[config.mk]
export PLATFORM = sky130hd
export DESIGN_NAME = prio_irq_ctrl
export DESIGN_NICKNAME = d
export VERILOG_FILES = /design/src/rtl/prio_irq_pkg.sv /design/src/rtl/prio_irq_regs.sv /design/src/rtl/prio_irq_arb.sv /design/src/rtl/prio_irq_vec.sv /design/src/rtl/prio_irq_ctrl.sv
export SDC_FILE = /design/constraint.sdc
export NUM_CORES = 1
export LEC_CHECK = 0
export BUFFER_PORTS_ARGS = -buffer_cell sky130_fd_sc_hd__clkbuf_2
export CAP_MARGIN = 10
export CORE_AREA = 2 2 140 142
export CTS_CLUSTER_DIAMETER = 120
export CTS_CLUSTER_SIZE = 28
export DETAILED_ROUTE_END_ITERATION = 7
export DIE_AREA = 0 0 142 144
export PLACE_DENSITY = 0.7
export SETUP_SLACK_MARGIN = 0.02
export SLEW_MARGIN = 10
export SYNTH_ARGS = -nofsm -noshare
export SYNTH_HDL_FRONTEND = slang
export SYNTH_HIERARCHICAL = 1
export SYNTH_SLANG_ARGS = --single-unit
[constraint.sdc]
create_clock -name clk -period 51.9 [get_ports clk]
set_input_delay 10.38 -clock clk [delete_from_list [all_inputs] [get_ports clk]]
set_output_delay 10.38 -clock clk [all_outputs]
set_load 0.03 [all_outputs]
[src/rtl/prio_irq_pkg.sv]
package prio_irq_pkg;
  typedef logic [1:0] lvl_code_t;

  function automatic logic [1:0] code_level(input lvl_code_t c);
    return 2'(c - 2'd1);
  endfunction

  localparam int FAST_LEVEL = 2;
  localparam int FIELDS_PER_WORD_SHIFT = 1;
endpackage

[src/rtl/prio_irq_regs.sv]
module prio_irq_regs #(
  parameter int N_SRC = 16,
  parameter int DW    = 16,
  parameter int AW    = 21,
  parameter int VW    = 4,
  parameter int NPR   = 2,
  parameter int RAW   = 4
) (
  input  logic                         clk,
  input  logic                         rst,
  input  logic                         we,
  input  logic [RAW-1:0]               addr,
  input  logic [DW-1:0]                wdata,
  output logic [DW-1:0]                rdata,
  output prio_irq_pkg::lvl_code_t [N_SRC-1:0] codes,
  output logic [DW-1:0]                base_word,
  output logic [VW-1:0]                match0,
  output logic [VW-1:0]                match1,
  output logic [AW-1:0]                hand0,
  output logic [AW-1:0]                hand1
);
  localparam int FPW   = DW / 2;
  localparam int HW    = AW - DW;
  localparam int A_VBA = NPR;
  localparam int A_M0  = NPR + 1;
  localparam int A_M1  = NPR + 2;
  localparam int A_L0  = NPR + 3;
  localparam int A_H0  = NPR + 4;
  localparam int A_L1  = NPR + 5;
  localparam int A_H1  = NPR + 6;

  logic [DW-1:0] pr_q [NPR];
  logic [DW-1:0] vba_q, lo0_q, lo1_q;
  logic [VW-1:0] m0_q, m1_q;
  logic [HW-1:0] hi0_q, hi1_q;

  genvar g;
  generate
    for (g = 0; g < NPR; g++) begin : g_pr
      always_ff @(posedge clk) begin
        if (rst) pr_q[g] <= '0;
        else if (we && int'(addr) == g) pr_q[g] <= wdata;
      end
    end
    for (g = 0; g < N_SRC; g++) begin : g_code
      assign codes[g] = pr_q[g / FPW][2*(g % FPW) +: 2];
    end
  endgenerate

  always_ff @(posedge clk) begin
    if (rst) begin
      vba_q <= '0; m0_q <= '0; m1_q <= '0;
      lo0_q <= '0; hi0_q <= '0; lo1_q <= '0; hi1_q <= '0;
    end else if (we) begin
      if (int'(addr) == A_VBA) vba_q <= wdata;
      if (int'(addr) == A_M0)  m0_q  <= wdata[VW-1:0];
      if (int'(addr) == A_M1)  m1_q  <= wdata[VW-1:0];
      if (int'(addr) == A_L0)  lo0_q <= wdata;
      if (int'(addr) == A_H0)  hi0_q <= wdata[HW-1:0];
      if (int'(addr) == A_L1)  lo1_q <= wdata;
      if (int'(addr) == A_H1)  hi1_q <= wdata[HW-1:0];
    end
  end

  logic [DW-1:0] rmux;
  always_comb begin
    rmux = '0;
    if (int'(addr) < NPR)        rmux = pr_q[addr[$clog2(NPR+1)-1:0] < NPR ? int'(addr) : 0];
    else if (int'(addr) == A_VBA) rmux = vba_q;
    else if (int'(addr) == A_M0)  rmux = DW'(m0_q);
    else if (int'(addr) == A_M1)  rmux = DW'(m1_q);
    else if (int'(addr) == A_L0)  rmux = lo0_q;
    else if (int'(addr) == A_H0)  rmux = DW'(hi0_q);
    else if (int'(addr) == A_L1)  rmux = lo1_q;
    else if (int'(addr) == A_H1)  rmux = DW'(hi1_q);
  end

  always_ff @(posedge clk) begin
    if (rst) rdata <= '0;
    else     rdata <= rmux;
  end

  assign base_word = vba_q;
  assign match0    = m0_q;
  assign match1    = m1_q;
  assign hand0     = {hi0_q, lo0_q};
  assign hand1     = {hi1_q, lo1_q};
endmodule

[src/rtl/prio_irq_arb.sv]
module prio_irq_arb #(
  parameter int N_SRC = 16,
  parameter int VW    = 4
) (
  input  logic [N_SRC-1:0]                    elig,
  input  prio_irq_pkg::lvl_code_t [N_SRC-1:0] codes,
  input  logic [1:0]                          mask,
  output logic                                found,
  output logic [VW-1:0]                       win_vec,
  output logic [1:0]                          win_lvl
);
  always_comb begin
    found   = 1'b0;
    win_vec = '0;
    win_lvl = '0;
    for (int i = N_SRC - 1; i >= 0; i--) begin
      if (elig[i] && codes[i] != 2'd0 &&
          prio_irq_pkg::code_level(codes[i]) >= mask) begin
        if (!found || prio_irq_pkg::code_level(codes[i]) >= win_lvl) begin
          found   = 1'b1;
          win_lvl = prio_irq_pkg::code_level(codes[i]);
          win_vec = VW'(i);
        end
      end
    end
  end
endmodule

[src/rtl/prio_irq_vec.sv]
module prio_irq_vec #(
  parameter int DW = 16,
  parameter int AW = 21,
  parameter int VW = 4
) (
  input  logic [VW-1:0] vec,
  input  logic [1:0]    lvl,
  input  logic [DW-1:0] base_word,
  input  logic [VW-1:0] match0,
  input  logic [VW-1:0] match1,
  input  logic [AW-1:0] hand0,
  input  logic [AW-1:0] hand1,
  output logic [AW-1:0] vaddr,
  output logic          fast
);
  localparam int SH = AW - DW;

  logic          lvl_ok, hit0, hit1;
  logic [AW-1:0] table_addr;

  assign lvl_ok     = (int'(lvl) == prio_irq_pkg::FAST_LEVEL);
  assign hit0       = lvl_ok && (vec == match0);
  assign hit1       = lvl_ok && (vec == match1);
  assign table_addr = {base_word, {SH{1'b0}}} + (AW'(vec) << 1);

  always_comb begin
    fast  = hit0 || hit1;
    if (hit0)      vaddr = hand0;
    else if (hit1) vaddr = hand1;
    else           vaddr = table_addr;
  end
endmodule

[src/rtl/prio_irq_ctrl.sv]
module prio_irq_ctrl #(
  parameter int N_SRC = 16,
  parameter int DW    = 16,
  parameter int AW    = 21,
  parameter int VW    = $clog2(N_SRC),
  parameter int NPR   = (N_SRC + DW/2 - 1) / (DW/2),
  parameter int RAW   = $clog2(NPR + 7)
) (
  input  logic             clk,
  input  logic             rst,
  input  logic [N_SRC-1:0] irq_i,
  input  logic [1:0]       mask_i,
  input  logic             ack_i,
  input  logic             reg_we_i,
  input  logic [RAW-1:0]   reg_addr_i,
  input  logic [DW-1:0]    reg_wdata_i,
  output logic [DW-1:0]    reg_rdata_o,
  output logic             req_o,
  output logic [VW-1:0]    vec_o,
  output logic [AW-1:0]    vaddr_o,
  output logic             fast_o
);
  prio_irq_pkg::lvl_code_t [N_SRC-1:0] codes;
  logic [DW-1:0]    base_word;
  logic [VW-1:0]    match0, match1, win_vec;
  logic [AW-1:0]    hand0, hand1, nx_addr;
  logic [N_SRC-1:0] pend_q, held_q, elig, taken;
  logic [1:0]       win_lvl;
  logic             found, nx_fast;

  prio_irq_regs #(.N_SRC(N_SRC), .DW(DW), .AW(AW), .VW(VW), .NPR(NPR), .RAW(RAW)) u_regs (
    .clk(clk), .rst(rst), .we(reg_we_i), .addr(reg_addr_i), .wdata(reg_wdata_i),
    .rdata(reg_rdata_o), .codes(codes), .base_word(base_word),
    .match0(match0), .match1(match1), .hand0(hand0), .hand1(hand1));

  always_comb begin
    taken = '0;
    if (ack_i && req_o) taken[vec_o] = 1'b1;
  end

  always_ff @(posedge clk) begin
    if (rst) begin
      pend_q <= '0;
      held_q <= '0;
    end else begin
      pend_q <= irq_i;
      held_q <= taken | (held_q & pend_q);
    end
  end

  assign elig = pend_q & ~held_q & ~taken;

  prio_irq_arb #(.N_SRC(N_SRC), .VW(VW)) u_arb (
    .elig(elig), .codes(codes), .mask(mask_i),
    .found(found), .win_vec(win_vec), .win_lvl(win_lvl));

  prio_irq_vec #(.DW(DW), .AW(AW), .VW(VW)) u_vec (
    .vec(win_vec), .lvl(win_lvl), .base_word(base_word),
    .match0(match0), .match1(match1), .hand0(hand0), .hand1(hand1),
    .vaddr(nx_addr), .fast(nx_fast));

  always_ff @(posedge clk) begin
    if (rst || !found) begin
      req_o   <= 1'b0;
      vec_o   <= '0;
      vaddr_o <= '0;
      fast_o  <= 1'b0;
    end else begin
      req_o   <= 1'b1;
      vec_o   <= win_vec;
      vaddr_o <= nx_addr;
      fast_o  <= nx_fast;
    end
  end
endmodule

# --- After elaboration in Yosys (flattened, before gate mapping) ---
# Memory sizes are Yosys's and may differ from the RTL's.
# Index checks and enable logic that the tools add are counted.
totals:
  mem_count: 1
  ff_bits: 141
  inputBits: 42
  out_inout_bits: 43
  elab_cells: 299
  mem_bits_rw: 32
classes:
  n_mux: 118
  n_lt_le_gt_ge: 35
  bitwise: 8
  reduce_logical: 95
  addsub: 17
  n_eq_ne: 11
memory_table:
  columns: ["memory", "depth", "word_bits", "rd", "rd_ports_with_merged_regs", "wr", "line_no", "rtl"]
  rows:
  - ["u_regs.pr_q", 2, 16, 3, 0, 2, "prio_irq_regs.sv:32", "logic [DW-1:0] pr_q [NPR];"]
op_table:
  columns: ["operator", "n"]
  rows:
  - ["$mux W16", 10]
  - ["$mux W4", 31]
  - ["$ge A2 B2 Y1", 31]
  - ["$mux W2", 31]
  - ["$and A16 B16 Y16", 3]
  - ["$mux W1", 42]
  - ["$mux W21", 2]
  - ["$logic_and A1 B1 Y1", 38]
  - ["$not A16 Y16", 2]
  - ["$reduce_bool A2 Y1", 16]
  - ["$sub A2 B1 Y2 const B", 16]
  - ["$add A21 B5 Y21", 1]
  - ["$eq A4 B4 Y1 const B", 5]
  - ["$logic_or A1 B1 Y1", 17]
  - ["$logic_not A1 Y1", 16]
  - ["$or A16 B16 Y16", 1]
  - ["$reduce_and A2 Y1", 7]
  - ["$eq A4 B3 Y1 const B", 2]
  - ["$eq A4 B4 Y1", 2]
  - ["$lt A4 B5 Y1 const B", 1]
  - ["$mux W5", 1]
  - ["$demux W1 S4", 1]
  - ["$eq A4 B2 Y1 const B", 1]
  - ["$ge A4 B1 Y1 const B", 1]
  - ["other kinds (5)", 6]

# --- Longest topological paths before layout ---
logic_depth:
  word_depth: 74
  ltp_mapped: 117

# --- Hierarchy ---
# The synthesis kept the hierarchy.
by_module_without_submodules:
  columns: ["mod", "cells_each", "area_each_um2", "seq_area_each_um2", "n_inst"]
  rows:
  - ["prio_irq_regs", 506, 4906.0, 2602.5, 1]
  - ["prio_irq_arb", 370, 2730.1, 0.0, 1]
  - ["prio_irq_ctrl", 189, 1991.9, 1181.1, 1]
  - ["prio_irq_vec", 114, 644.4, 0.0, 1]

# --- Worst setup path before layout ---
# OpenSTA, ideal clock, no wires.
synth_path:
  kind: "input-to-reg"
  start: "in mask_i[1]"
  end: "reg vaddr_o[4]"
  path_slack_ns: 22.882
  cell_stages: 110
  t_required_ns: 51.841
  arrival_ns: 28.959
  path_buffers: 1
  setup_ns: 0.059
  cell_sequence: "inv_1 > ha_1 > or3b_1 > o211a_2 > and2_2 > ha_1 > or2b_1 > a21oi_1 > a21oi_1 > a2bb2oi_1 > inv_1 > ha_1 > nand2b_1 > a21oi_1 > o21ai_2 > nand2_1 > mux2i_1 > ha_1 > [74 not listed] > nand2b_1 > a21oi_1 > nand2_1 > nand2_1 > mux2_2 > ha_1 > a21oi_1 > o21ai_0 > nand2_1 > and2_1 > nand3_1 > nor4_1 > xnor2_1 > nand3_2 > or2_4 > buf_6 > a31oi_1 > and2_1"
synth_via:
  elab_chain_cells: 67
  elab_cells_between_ends: 180
synth_rtl:
  columns: ["item", "line_no", "rtl"]
  rows:
  - ["start: declaration", "prio_irq_ctrl.sv:12", "input logic [1:0] mask_i,"]
  - ["$ge A2 B2 Y1", "prio_irq_arb.sv:18", "prio_irq_pkg::code_level(codes[i]) >= mask) begin"]
  - ["$logic_and A1 B1 Y1", "prio_irq_arb.sv:17", "if (elig[i] && codes[i] != 2'd0 &&"]
  - ["$mux W2 / $mux W1 (equally long branches)", "prio_irq_arb.sv:17", null]
  - ["$ge A2 B2 Y1 / $logic_not A1 Y1 (equally long branches)", "prio_irq_arb.sv:19", "if (!found || prio_irq_pkg::code_level(codes[i]) >= win_lvl) begin"]
  - ["$logic_or A1 B1 Y1", "prio_irq_arb.sv:19", null]
  - ["$mux W2 / $mux W1 (equally long branches)", "prio_irq_arb.sv:19", null]
  - ["$mux W2 / $mux W1 (equally long branches)", "prio_irq_arb.sv:17", null]
  - ["$ge A2 B2 Y1 / $logic_not A1 Y1 (equally long branches)", "prio_irq_arb.sv:19", null]
  - ["[51 not listed]", null, null]
  - ["$ge A2 B2 Y1 / $logic_not A1 Y1 (equally long branches)", "prio_irq_arb.sv:19", null]
  - ["$logic_or A1 B1 Y1", "prio_irq_arb.sv:19", null]
  - ["$mux W4", "prio_irq_arb.sv:19", null]
  - ["$mux W4 (*)", "prio_irq_arb.sv:17", null]
  - ["net win_vec[3]", "prio_irq_ctrl.sv:25", "logic [VW-1:0] match0, match1, win_vec;"]
  - ["parallel branches: the longest is 3 deep, another holds $add A21 B5 Y21", null, null]
  - ["$mux W21 (*)", "prio_irq_vec.sv:28", "if (hit0) vaddr = hand0;"]
  - ["net nx_addr[4]", "prio_irq_ctrl.sv:26", "logic [AW-1:0] hand0, hand1, nx_addr;"]
  - ["end signal: assignment", "prio_irq_ctrl.sv:71", "vaddr_o <= nx_addr;"]
  - ["end: declaration", "prio_irq_ctrl.sv:20", "output logic [AW-1:0] vaddr_o,"]
# Mark *: on every way through the listed nets, which the timed path passes.
# A chain may end at the register's enable or synchronous reset.

# --- Final worst setup path ---
layout_path:
  start: "in ack_i"
  end: "reg vaddr_o[16]"
layout_via:
  elab_chain_cells: 71
  elab_cells_between_ends: 184
layout_rtl:
  columns: ["item", "line_no", "rtl"]
  rows:
  - ["start: declaration", "prio_irq_ctrl.sv:13", "input logic ack_i,"]
  - ["$logic_and A1 B1 Y1 (*)", "prio_irq_ctrl.sv:38", "if (ack_i && req_o) taken[vec_o] = 1'b1;"]
  - ["$mux W16 (*)", "prio_irq_ctrl.sv:38", null]
  - ["$not A16 Y16 (*)", "prio_irq_ctrl.sv:51", "assign elig = pend_q & ~held_q & ~taken;"]
  - ["$and A16 B16 Y16 (*)", "prio_irq_ctrl.sv:51", null]
  - ["net elig[15]", "prio_irq_ctrl.sv:27", "logic [N_SRC-1:0] pend_q, held_q, elig, taken;"]
  - ["$logic_and A1 B1 Y1 (*) (2 in a row)", "prio_irq_arb.sv:17", null]
  - ["$mux W2 / $mux W1 (equally long branches)", "prio_irq_arb.sv:17", null]
  - ["$ge A2 B2 Y1 / $logic_not A1 Y1 (equally long branches)", "prio_irq_arb.sv:19", null]
  - ["[55 not listed]", null, null]
  - ["$ge A2 B2 Y1 / $logic_not A1 Y1 (equally long branches)", "prio_irq_arb.sv:19", null]
  - ["$logic_or A1 B1 Y1", "prio_irq_arb.sv:19", null]
  - ["$mux W4", "prio_irq_arb.sv:19", null]
  - ["$mux W4 (*)", "prio_irq_arb.sv:17", null]
  - ["net win_vec[3]", "prio_irq_ctrl.sv:25", null]
  - ["parallel branches: the longest is 3 deep, another holds $add A21 B5 Y21", null, null]
  - ["$mux W21 (*)", "prio_irq_vec.sv:28", null]
  - ["net nx_addr[16]", "prio_irq_ctrl.sv:26", null]
# Marks and branches as above.

==> impl_metrics.toml <==
[cts]
cts_hold_buf = 0
clockBufferDepth = 2
post_cts_resize_count = 0
post_cts_buffers = 0
worstSkewPairLatency_ns = 0.43
clkSinkCount = 173
cts-root-buf = "clkbuf_16"
cts.clk_slew.worst_paths_ns = 0.07
cts_tree = "yes"
htree_num_levels = 4
cts_made_buffers = 17

[setup_path]
crit_arrival_ns = 31.90
crit_start = "ack_i"
cpMaxStageDelayCell = "nor4_1"
worstRegToRegCells = 111
crit_type = "primary input to flop"
cp_max_fo = 21
crit_required_ns = 52.28
startpoint_type = "primary input"
r2r-start = "u_regs/pr_q[1][14]$_SDFFCE_PN0P_"
cp_common_cell = "ha_1"
reg2reg_to = "vaddr_o[16]$_SDFF_PN0_"
r2r_slack_ns = 29.98
crit_path_max_incr_delay_ns = 0.76
worst_setup_path_end_kind = "flop"
endpoint = "vaddr_o[16]$_SDFF_PN0_"

[global_route]
grt_overflow = 0
grt_pass1_vias = 8317
grt_max_degree = 63
grt_pass1_wl_um = 44500
grt_util_all_layers_pct = 27.8
grt_antenna_before_repair = 0

[sta]
hold_viol = 0
fin_tns_setup_ns = 0
timing.final.max_slew_violations = 0
fin_ws_ns = 20.37
tightest_slew_ns = 0.935
rsz0062_at_grt = "false"
clock_skew_ns = 0.0117
slew_headroom_pct = 37.4
setup_viol = 0
finalCritPeriodShare_pct = 60.7
fmax_mhz = 31.7
period_needed_ns = 31.53

[cells_and_area]
area_growth_pct = 9.43
num-fill-cells = 1727
finalNetCount = 1328
fin_util_pct = 58.9
seq_area_sq_mm = 0.00378
multiInputGateArea_sq_mm = 0.00587
drive_above_1_share_pct = 15.5
final_common_cell = "nand2_1"
diodes = 0
layout_common_cells = "151 x nand2_1, 141 x dfxtp_1, 97 x a21oi_1"

[power_and_ir_drop]
p_seq_share_pct = 38.6
p_leak_uw = 0.00447
power_frac_clock_pct = 33.1
powerDensity_mw_per_mm2 = 34.6
swShare_pct = 35.8
ir_worst_vdd_v = 0.0000230
p_sw_uw = 139
power_frac_comb_pct = 28.3
p_int_uw = 250

[yosys]
ys_ff_latch = 173
synthArstFlopShare_pct = 0
synth_top_area_share_pct = 27.5
synth_fp_nets = 1288
syn_area_sq_mm = 0.0103
synth_top_area_cell = "dfxtp_1"
seq_area_frac_synth_pct = 36.8
synth.avg_cell_area_sq_um = 8.71
ys.flop_type = "dfxtp_1"
synth_area_leaders = "dfxtp_1 27%, edfxtp_1 9.4%, ha_1 8.2%"
netlist_instances = 1179
ys_types = 101
synth-edff-count = 32
yosys_warnings = 6

[placement]
pre_cts_slack_ns = 20.32
dp_hpwl_um = 20300
io_buffers = 84
gp_congestion = 0.930

[die]
row_count = 51
core_area_sq_mm = 0.0191
die_h_um = 144
pin_count = 85
start_util_pct = 53.8
die-area_sq_mm = 0.0204
die_w_um = 142

[routing]
totalWireLength_um = 28100
drtPass1Iterations = 5
drc_errors = 0
vias = 8887
routedWlPerCell_um = 19.1
vias_per_cell = 6.05
ant_nets = 0
drt_iter0_markers = 954

[min_path]
worstHoldPathType = "flop to flop"
worstHoldStart = "held_q[9]$_SDFF_PP0_"

[flow_run]
drv_cap = 0

[outcome]
status = "finished, final reports clean"
cells in the mapped netlist (19+ instances only):
cell type / instances
nand2_1: 151
buf_2: 19
nand2b_1: 30
nor2_1: 46
mux2i_1: 21
o21ai_1: 26
dfxtp_1: 141
nor2b_1: 31
clkbuf_1: 22
a211oi_1: 24
edfxtp_1: 32
a31oi_1: 26
ha_1: 67
a21oi_1: 97
nor3_1: 23
and2_1: 64
nand3_1: 38
inv_1: 64
o22ai_1: 29
how the worst min path moves through the flow:
stage	slack, ns	end	cells after the start
finish	0.46	held_q[9]$_SDFF_PP0_	2
global route	0.49	held_q[10]$_SDFF_PP0_	2
CTS	0.46	held_q[9]$_SDFF_PP0_	2
detailed placement	0.45	held_q[9]$_SDFF_PP0_	2
global placement	0.45	held_q[3]$_SDFF_PP0_	2
floorplan	0.44	held_q[3]$_SDFF_PP0_	2
flip-flops by register name (all words and copies together) (netlist names):
signal / flops
vaddr_o: 21
u_regs/base_word: 16
u_regs/lo0_q: 16
u_regs/hi0_q: 5
held_q: 16
vec_o: 4
u_regs/match0: 4
u_regs/lo1_q: 16
pend_q: 16
u_regs/hi1_q: 5
u_regs/rdata: 16
u_regs/match1: 4
u_regs/pr_q: 32
req_o: 1
fast_o: 1
power by group through the flow:
| stage | combinational (uW) | sequential, uW | clock (uW) |
|---|---|---|---|
| after floorplan | 77.5 | 158 | 0 |
| after global placement | 106 | 153 | 0 |
| after detailed placement | 107 | 153 | 0 |
| after CTS | 108 | 150 | 130 |
| after global routing | 120 | 151 | 135 |
| final | 110 | 150 | 129 |
kinds of logic after synthesis:
group | Yosys count | share of synthesized area [%]
AND/OR/NAND/NOR | 471 | 25.3
AO/OA/AOI/OAI | 300 | 19.7
flip-flops | 173 | 36.8
buffers and inverters | 130 | 6.04
adder cells (fa/ha/maj) | 68 | 8.26
multiplexers | 29 | 3.22
XOR/XNOR | 8 | 0.682
metal layers:
layer | GRT usage, % | wire, um | part of all wire, %
met2 | 45.7 | 13300 | 47
met1 | 36.9 | 12200 | 43
met4 | 10.4 | 774 | 2.8
met5 | 0 | 0 | 0
met3 | 4.64 | 1830 | 6.5
worst max-delay path: cells and delay by family:
family,cells,cell delay (ns)
simple gates,43,7.58
xor+xnor,1,0.23
mux,4,1.09
compound gates,41,7.82
buf+inv,5,0.40
fa+ha+maj,16,4.40
per-stage QoR:
stage | hold slack [ns] | cells | instance area [sq um] | power [uW]
after CTS | 0.463 | 1470 | 11200 | 388
final | 0.464 | 1470 | 11200 | 389
after floorplan | 0.441 | 1179 | 10300 | 235
after global routing | 0.488 | 1470 | 11200 | 406
after detailed placement | 0.454 | 1438 | 10600 | 259
after global placement | 0.449 | 1438 | 10600 | 259
cell type report:
class | count | area share [%]
multi-input combinational | 876 | 52.2
sequential | 173 | 33.7
timing repair buffer | 87 | 3.96
clock buffer | 17 | 3.78
tap | 238 | 2.65
inverter | 64 | 2.14
clock inverter | 15 | 1.60
(Power assumes the default switching activity.)
